**src/rtl/xbe_pkg.sv**
```systemverilog
// Shared kinds, queue classes and supported-bit mask computation for the
// crossbar error capture unit. Assumes at most 16 queues and 16 channels.
package xbe_pkg;
    localparam int KIND_N = 5;
    localparam int KW     = 3;

    typedef enum logic [KW-1:0] {
        K_OVF  = 3'd0,
        K_UNF  = 3'd1,
        K_TAIL = 3'd2,
        K_XSEL = 3'd3,
        K_DEAD = 3'd4
    } kind_e;

    typedef enum logic [1:0] {
        QC_POUT,
        QC_MOUT,
        QC_PIN,
        QC_LIN
    } qclass_e;

    // Kinds a queue class can physically produce.
    function automatic logic [KIND_N-1:0] kinds_of(qclass_e c);
        case (c)
            QC_POUT: kinds_of = 5'b01111;
            QC_MOUT: kinds_of = 5'b00111;
            default: kinds_of = 5'b10001;
        endcase
    endfunction

    // Supported bits of a queue register: bit kind*nch+chan.
    function automatic logic [31:0] reg_mask(qclass_e c, int nch);
        logic [KIND_N-1:0] ks;
        reg_mask = '0;
        ks = kinds_of(c);
        for (int k = 0; k < KIND_N; k++)
            for (int ch = 0; ch < nch; ch++)
                if (ks[k] && !(c == QC_LIN && ch != 0))
                    reg_mask[k*nch+ch] = 1'b1;
    endfunction
endpackage

```
**src/rtl/xbe_qreg.sv**
```systemverilog
// One queue's sticky error register. It filters pulses against MASK, applies
// software writes (set wins over clear) and offers one capture candidate per
// cycle. Assumes ev_kind and ev_chan are only meaningful while ev_vld is high.
module xbe_qreg #(
    parameter int NUM_CH = 2,
    parameter int CHW    = 1,
    parameter int REGW   = 10,
    parameter logic [REGW-1:0] MASK = '1
) (
    input  logic                   clk,
    input  logic                   rst_n,
    input  logic                   ev_vld,
    input  logic [xbe_pkg::KW-1:0] ev_kind,
    input  logic [CHW-1:0]         ev_chan,
    input  logic                   wr_en,
    input  logic [REGW-1:0]        wr_data,
    output logic [REGW-1:0]        q_bits,
    output logic                   cand_vld,
    output logic [xbe_pkg::KW-1:0] cand_kind,
    output logic [CHW-1:0]         cand_chan
);
    import xbe_pkg::*;

    logic [REGW-1:0] set_vec;
    logic [REGW-1:0] wr_set;
    logic            ev_ok;

    assign wr_set = wr_data & MASK;

    // Decode an incoming pulse into a bit, dropping unsupported kinds/channels.
    always_comb begin
        set_vec = '0;
        ev_ok   = 1'b0;
        for (int k = 0; k < KIND_N; k++)
            for (int c = 0; c < NUM_CH; c++)
                if (ev_vld && int'(ev_kind) == k && int'(ev_chan) == c && MASK[k*NUM_CH+c]) begin
                    set_vec[k*NUM_CH+c] = 1'b1;
                    ev_ok = 1'b1;
                end
    end

    // Offer a capture candidate: a hardware pulse first, else the lowest bit a write sets.
    always_comb begin
        cand_vld  = 1'b0;
        cand_kind = '0;
        cand_chan = '0;
        if (ev_ok) begin
            cand_vld  = 1'b1;
            cand_kind = ev_kind;
            cand_chan = ev_chan;
        end else if (wr_en && |wr_set) begin
            cand_vld = 1'b1;
            for (int k = KIND_N-1; k >= 0; k--)
                for (int c = NUM_CH-1; c >= 0; c--)
                    if (wr_set[k*NUM_CH+c]) begin
                        cand_kind = KW'(k);
                        cand_chan = CHW'(c);
                    end
        end
    end

    // Sticky storage: a write replaces the contents, a pulse always sets.
    always_ff @(posedge clk) begin
        if (!rst_n)
            q_bits <= '0;
        else if (wr_en)
            q_bits <= wr_set | set_vec;
        else
            q_bits <= q_bits | set_vec;
    end
endmodule

```
**src/rtl/xbe_first.sv**
```systemverilog
// First-error register. It captures the lowest-numbered candidate while
// empty and holds while valid. A clear request is honoured only once the
// recorded queue bit has gone to zero (rec_bit_set low).
module xbe_first #(
    parameter int NUM_Q = 6,
    parameter int CHW   = 1
) (
    input  logic                         clk,
    input  logic                         rst_n,
    input  logic [NUM_Q-1:0]             cand_vld,
    input  logic [NUM_Q*xbe_pkg::KW-1:0] cand_kind,
    input  logic [NUM_Q*CHW-1:0]         cand_chan,
    input  logic                         clr_req,
    input  logic                         rec_bit_set,
    output logic                         fe_valid,
    output logic [3:0]                   fe_src,
    output logic [3:0]                   fe_chan,
    output logic [3:0]                   fe_type
);
    import xbe_pkg::*;

    logic [3:0]    pick_src;
    logic [KW-1:0] pick_kind;
    logic [CHW-1:0] pick_chan;

    // Priority pick: the lowest source index wins.
    always_comb begin
        pick_src  = '0;
        pick_kind = '0;
        pick_chan = '0;
        for (int i = NUM_Q-1; i >= 0; i--)
            if (cand_vld[i]) begin
                pick_src  = 4'(i);
                pick_kind = cand_kind[i*KW +: KW];
                pick_chan = cand_chan[i*CHW +: CHW];
            end
    end

    // Capture while empty; clear only when the named queue bit is gone.
    always_ff @(posedge clk) begin
        if (!rst_n) begin
            fe_valid <= 1'b0;
            fe_src   <= '0;
            fe_chan  <= '0;
            fe_type  <= '0;
        end else if (fe_valid) begin
            if (clr_req && !rec_bit_set) begin
                fe_valid <= 1'b0;
                fe_src   <= '0;
                fe_chan  <= '0;
                fe_type  <= '0;
            end
        end else if (|cand_vld) begin
            fe_valid <= 1'b1;
            fe_src   <= pick_src;
            fe_chan  <= 4'(pick_chan);
            fe_type  <= 4'(pick_kind);
        end
    end
endmodule

```
**src/rtl/xbe_capture_top.sv**
```systemverilog
// Crossbar error capture unit top. It holds one sticky register per queue
// and the first-error register, and drives a shared interrupt to two
// processor interfaces. Queue classes are laid out by source number:
// processor outputs, then memory outputs, then processor inputs, then
// local inputs. Assumes NUM_Q <= 15 so that the first-error address fits
// in 4 bits.
module xbe_capture_top #(
    parameter int NUM_POUT = 2,
    parameter int NUM_MOUT = 2,
    parameter int NUM_PIN  = 1,
    parameter int NUM_LIN  = 1,
    parameter int NUM_CH   = 2,
    localparam int NUM_Q   = NUM_POUT + NUM_MOUT + NUM_PIN + NUM_LIN,
    localparam int CHW     = (NUM_CH > 1) ? $clog2(NUM_CH) : 1,
    localparam int REGW    = xbe_pkg::KIND_N * NUM_CH,
    localparam int AW      = 4,
    localparam int RDW     = 16
) (
    input  logic                         clk,
    input  logic                         rst_n,
    input  logic [NUM_Q-1:0]             ev_vld,
    input  logic [NUM_Q*xbe_pkg::KW-1:0] ev_kind,
    input  logic [NUM_Q*CHW-1:0]         ev_chan,
    input  logic                         reg_we,
    input  logic [AW-1:0]                reg_addr,
    input  logic [REGW-1:0]              reg_wdata,
    output logic [RDW-1:0]               reg_rdata,
    output logic                         irq_pi0,
    output logic                         irq_pi1
);
    import xbe_pkg::*;

    function automatic qclass_e class_of(int i);
        if (i < NUM_POUT)                          class_of = QC_POUT;
        else if (i < NUM_POUT + NUM_MOUT)          class_of = QC_MOUT;
        else if (i < NUM_POUT + NUM_MOUT + NUM_PIN) class_of = QC_PIN;
        else                                       class_of = QC_LIN;
    endfunction

    logic [REGW-1:0]     q_bits [NUM_Q];
    logic [NUM_Q-1:0]    cand_vld;
    logic [NUM_Q*KW-1:0] cand_kind;
    logic [NUM_Q*CHW-1:0] cand_chan;
    logic                fe_valid;
    logic [3:0]          fe_src, fe_chan, fe_type;
    logic                fe_clr;
    logic                rec_bit;
    logic                any_err;

    assign fe_clr = reg_we && (reg_addr == AW'(NUM_Q));

    for (genvar i = 0; i < NUM_Q; i++) begin : g_q
        localparam logic [REGW-1:0] QMASK = REGW'(reg_mask(class_of(i), NUM_CH));
        xbe_qreg #(.NUM_CH(NUM_CH), .CHW(CHW), .REGW(REGW), .MASK(QMASK)) u_qreg (
            .clk       (clk),
            .rst_n     (rst_n),
            .ev_vld    (ev_vld[i]),
            .ev_kind   (ev_kind[i*KW +: KW]),
            .ev_chan   (ev_chan[i*CHW +: CHW]),
            .wr_en     (reg_we && (reg_addr == AW'(i))),
            .wr_data   (reg_wdata),
            .q_bits    (q_bits[i]),
            .cand_vld  (cand_vld[i]),
            .cand_kind (cand_kind[i*KW +: KW]),
            .cand_chan (cand_chan[i*CHW +: CHW])
        );
    end

    xbe_first #(.NUM_Q(NUM_Q), .CHW(CHW)) u_first (
        .clk         (clk),
        .rst_n       (rst_n),
        .cand_vld    (cand_vld),
        .cand_kind   (cand_kind),
        .cand_chan   (cand_chan),
        .clr_req     (fe_clr),
        .rec_bit_set (rec_bit),
        .fe_valid    (fe_valid),
        .fe_src      (fe_src),
        .fe_chan     (fe_chan),
        .fe_type     (fe_type)
    );

    // Look up the queue bit named by the first-error register.
    always_comb begin
        rec_bit = 1'b0;
        for (int i = 0; i < NUM_Q; i++)
            for (int k = 0; k < KIND_N; k++)
                for (int c = 0; c < NUM_CH; c++)
                    if (fe_src == 4'(i) && fe_type == 4'(k) && fe_chan == 4'(c))
                        rec_bit = rec_bit | q_bits[i][k*NUM_CH+c];
    end

    // Reduce all queue registers to a single pending flag.
    always_comb begin
        any_err = 1'b0;
        for (int i = 0; i < NUM_Q; i++)
            any_err = any_err | (|q_bits[i]);
    end

    // Read mux for the flat register space; unmapped addresses read zero.
    always_comb begin
        reg_rdata = '0;
        for (int i = 0; i < NUM_Q; i++)
            if (reg_addr == AW'(i))
                reg_rdata = RDW'(q_bits[i]);
        if (reg_addr == AW'(NUM_Q))
            reg_rdata = {3'b000, fe_valid, fe_src, fe_chan, fe_type};
    end

    assign irq_pi0 = fe_valid | any_err;
    assign irq_pi1 = fe_valid | any_err;
endmodule

```
**config.mk**
```make
export PLATFORM = sky130hd
export DESIGN_NAME = xbe_capture_top
export DESIGN_NICKNAME = d
export VERILOG_FILES = /design/src/rtl/xbe_pkg.sv /design/src/rtl/xbe_qreg.sv /design/src/rtl/xbe_first.sv /design/src/rtl/xbe_capture_top.sv
export SDC_FILE = /design/constraint.sdc
export NUM_CORES = 1
export LEC_CHECK = 0
export BUFFER_PORTS_ARGS = -buffer_cell sky130_fd_sc_hd__buf_4
export CELL_PAD_IN_SITES_DETAIL_PLACEMENT = 0
export CELL_PAD_IN_SITES_GLOBAL_PLACEMENT = 2
export CORE_UTILIZATION = 30
export DETAILED_ROUTE_END_ITERATION = 7
export GPL_TIMING_DRIVEN = 0
export PLACE_DENSITY_LB_ADDON = 0.15
export SKIP_CTS_REPAIR_TIMING = 1
export SLEW_MARGIN = 25
export SYNTH_ARGS = -nofsm -noshare
export SYNTH_HDL_FRONTEND = slang
export SYNTH_SLANG_ARGS = --single-unit
```
**constraint.sdc**
```tcl
create_clock -name clk -period 5.35 [get_ports clk]
set_input_delay 0.535 -clock clk [delete_from_list [all_inputs] [get_ports clk]]
set_output_delay 0.535 -clock clk [all_outputs]
set_load 0.01 [all_outputs]
```
==> results.ini <==
[run_status]
run_status = completed

[sta]
max_freq_ghz = 0.366
maxSlewViolCount = 0
rsz0062_at_grt = no
clock_skew_ns = 0.00384
finalSetupViolCount = 0
hold_viol_final = 0
slew-limit-headroom_pct = 50.2
worst_pin_slew_ns = 0.745
fin_tns_setup_ns = 0
period_needed_ns = 2.73
min_period_over_period_pct = 51.1

[final_layout]
multiInputGateArea_um2 = 2340
n_antenna_cell = 0
drive_gt1_share_pct = 24.0
nFillCells = 1173
seqCellArea_um2 = 841
synthToLayoutAreaGrowth_pct = 21.8
final_net_count = 526
final_util_pct = 37.9

[run]
cap_violations = 0

[placed_design]
place.gp.congestion = 0.908
portBuffers = 55
place_hpwl_mm = 10.1

[yosys]
ys_types = 74
synth_ff_type = dfxtp_1
ys_seq_area_share_pct = 24.7
ys_async_sr_fraction_pct = 0
synthCells = 414
synth-edff-count = 0
synth_area_per_cell_um2 = 8.21
synth_warnings = 0
syn-cell-area_um2 = 3400
synth-seq-cells = 42

[cts]
insertion_delay_ns = 0.29
cts_num_sinks = 42
cts-buffers-inserted = 5
cts_tree = built
cts-root-buf = clkbuf_16
clk_path_buf_depth = 2
h-tree-depth = 2
clk_pin_slew_worst_paths_ns = 0.06

[setup_path]
crit_path_start = reg_addr[0]
worstPathRequired_ns = 4.82
crit_end = reg_rdata[0]
crit_arrival_ns = 2.20
end_kind = output port
rr_worst_depth = 7
r2r_end = u_first.fe_chan[0]$_SDFFE_PN0P_
start_kind = primary input
r2r_start = u_first.fe_type[2]$_SDFFE_PN0P_
path_class = primary input to output port
r2r_slack_ns = 3.05
critPathMaxFanout = 10

[route]
vias_per_cell = 5.71
drtPass1Iterations = 6
drc = 0
wl_per_cell_um = 20.4
vias = 3540
drt_iter0_markers = 224
drt_wl_total_mm = 12.7
postRouteAntennaNets = 0

[worst_hold_path]
hold_path.startpoint = rst_n
hold_depth = 2
hold_class = primary input to register

[floorplan]
die-area_um2 = 11800
die_w_um = 108
start_util_pct = 31.1
placeableCoreArea_um2 = 10900
die_height_um = 108
fp-row-count = 38
ios = 65

[global_routing]
grt_pass1_vias = 3363
overflow = 0
grt_pass1_wl_mm = 19.6
antenna_found_initial = 0
grt_max_degree = 14
grt_use_total_pct = 22.4

[power]
power_density_nw_per_um2 = 207
p_leak_nw = 1.62
vdd_drop_max_mv = 0.147

## flip-flops by register name (all words and copies together), names as in the netlist
| signal | flops |
|---|---|
| u_first.fe_src | 3 |
| u_first.fe_valid | 1 |
| u_first.fe_type | 3 |
| u_first.fe_chan | 1 |
| g_q.u_qreg.q_bits | 34 |
## synthesized netlist by cell type, types with 5 or more instances
cell type / number / area, um2
a21oi_1: 50 / 250
dfxtp_1: 42 / 841
nand2_1: 39 / 146
nor2_1: 32 / 120
mux2i_1: 31 / 310
nand3_1: 16 / 80.1
nor4_1: 13 / 81.3
nor2b_1: 12 / 75.1
mux4_2: 11 / 248
o21ai_0: 11 / 55.1
inv_1: 9 / 33.8
nand2b_1: 9 / 56.3
clkbuf_1: 8 / 30.0
and2_1: 7 / 43.8
buf_2: 7 / 35.0
a31oi_1: 6 / 37.5
buf_4: 6 / 45.0
nor3_1: 6 / 30.0
a32o_1: 5 / 50.1
nand3b_1: 5 / 37.5
nand4_1: 5 / 31.3
## routing by layer
metal / up-vias / global-route usage [%] / routed length [um]
li1: 1695 / - / -
met1: 1706 / 30.7 / 5750
met2: 128 / 36.6 / 5960
met3: 11 / 3.44 / 813
met4: 0 / 5.50 / 156
met5: - / 0 / 0
## layout by cell type, fill, tap and decap left out, types with 6 or more instances in the layout
| cell type | n |
|---|---|
| a21oi_1 | 50 |
| buf_2 | 7 |
| dfxtp_1 | 42 |
| o21ai_0 | 11 |
| a31oi_1 | 6 |
| mux2i_1 | 31 |
| nand3_1 | 16 |
| and2_1 | 7 |
| nand2b_1 | 9 |
| nor2_1 | 32 |
| nor4_1 | 13 |
| mux4_2 | 11 |
| inv_1 | 9 |
| clkbuf_1 | 9 |
| nand2_1 | 39 |
| nor2b_1 | 12 |
| buf_4 | 61 |
| nor3_1 | 6 |
## worst max-delay path, stage by stage
cell,delay [ns]
buf_4,0.09
buf_2,0.29
buf_1,0.47
o211ai_1,0.22
a2bb2oi_1,0.19
nor2_1,0.06
o21ai_0,0.20
buf_4,0.15
## per-stage QoR
| stage | instance area, um2 | std cells | hold slack, ns | power, mW | worst slack, ns |
|---|---|---|---|---|---|
| after CTS | 4140 | 620 | 0.506 | 0.862 | 2.61 |
| after detailed placement | 4000 | 612 | 0.532 | 0.559 | 2.61 |
| after global routing | 4140 | 620 | 0.516 | 0.901 | 2.48 |
| final | 4140 | 620 | 0.504 | 0.856 | 2.62 |
| after floorplan | 3410 | 417 | 0.479 | 0.472 | 3.08 |
| after global placement | 4000 | 612 | 0.525 | 0.560 | 2.61 |
## logic make-up (layout without fill, tap and decap cells)
| logic type | after synthesis | after routing | share of synthesized area, % |
|---|---|---|---|
| simple gates | 174 | 174 | 29.3 |
| compound gates | 112 | 112 | 21.8 |
| mux | 45 | 45 | 17.4 |
| flops | 42 | 42 | 24.7 |
| buf+inv | 40 | 103 | 6.66 |
| other cells | 1 | 4 | 0.110 |
## worst min-delay path by stage
stage                                    endpoint
2_1_floorplan  g_q[2].u_qreg.q_bits[5]$_SDFF_PN0_
3_3_place_gp   g_q[2].u_qreg.q_bits[5]$_SDFF_PN0_
3_5_place_dp   g_q[2].u_qreg.q_bits[5]$_SDFF_PN0_
4_1_cts               u_first.fe_valid$_SDFF_PN0_
5_1_grt               u_first.fe_valid$_SDFF_PN0_
6_report              u_first.fe_valid$_SDFF_PN0_
## final cells by class
class                      instances  share of cell area, %
sequential                        42                   20.3
multi-input combinational        335                   56.6
timing repair buffer              55                   9.97
clock buffer                       6                   3.11
inverter                          10                  0.907
buffer                            30                   4.56
clock inverter                     2                  0.332
tap                              140                   4.23
## power breakdown
| group | switching (mW) | leakage, nW | internal (mW) |
|---|---|---|---|
| Combinational | 0.115 | 1.21 | 0.0938 |
| Clock | 0.130 | 0.0708 | 0.173 |
| Sequential | 0.0181 | 0.341 | 0.326 |
| Total | 0.263 | 1.62 | 0.593 |
(Power assumes the default switching activity.)
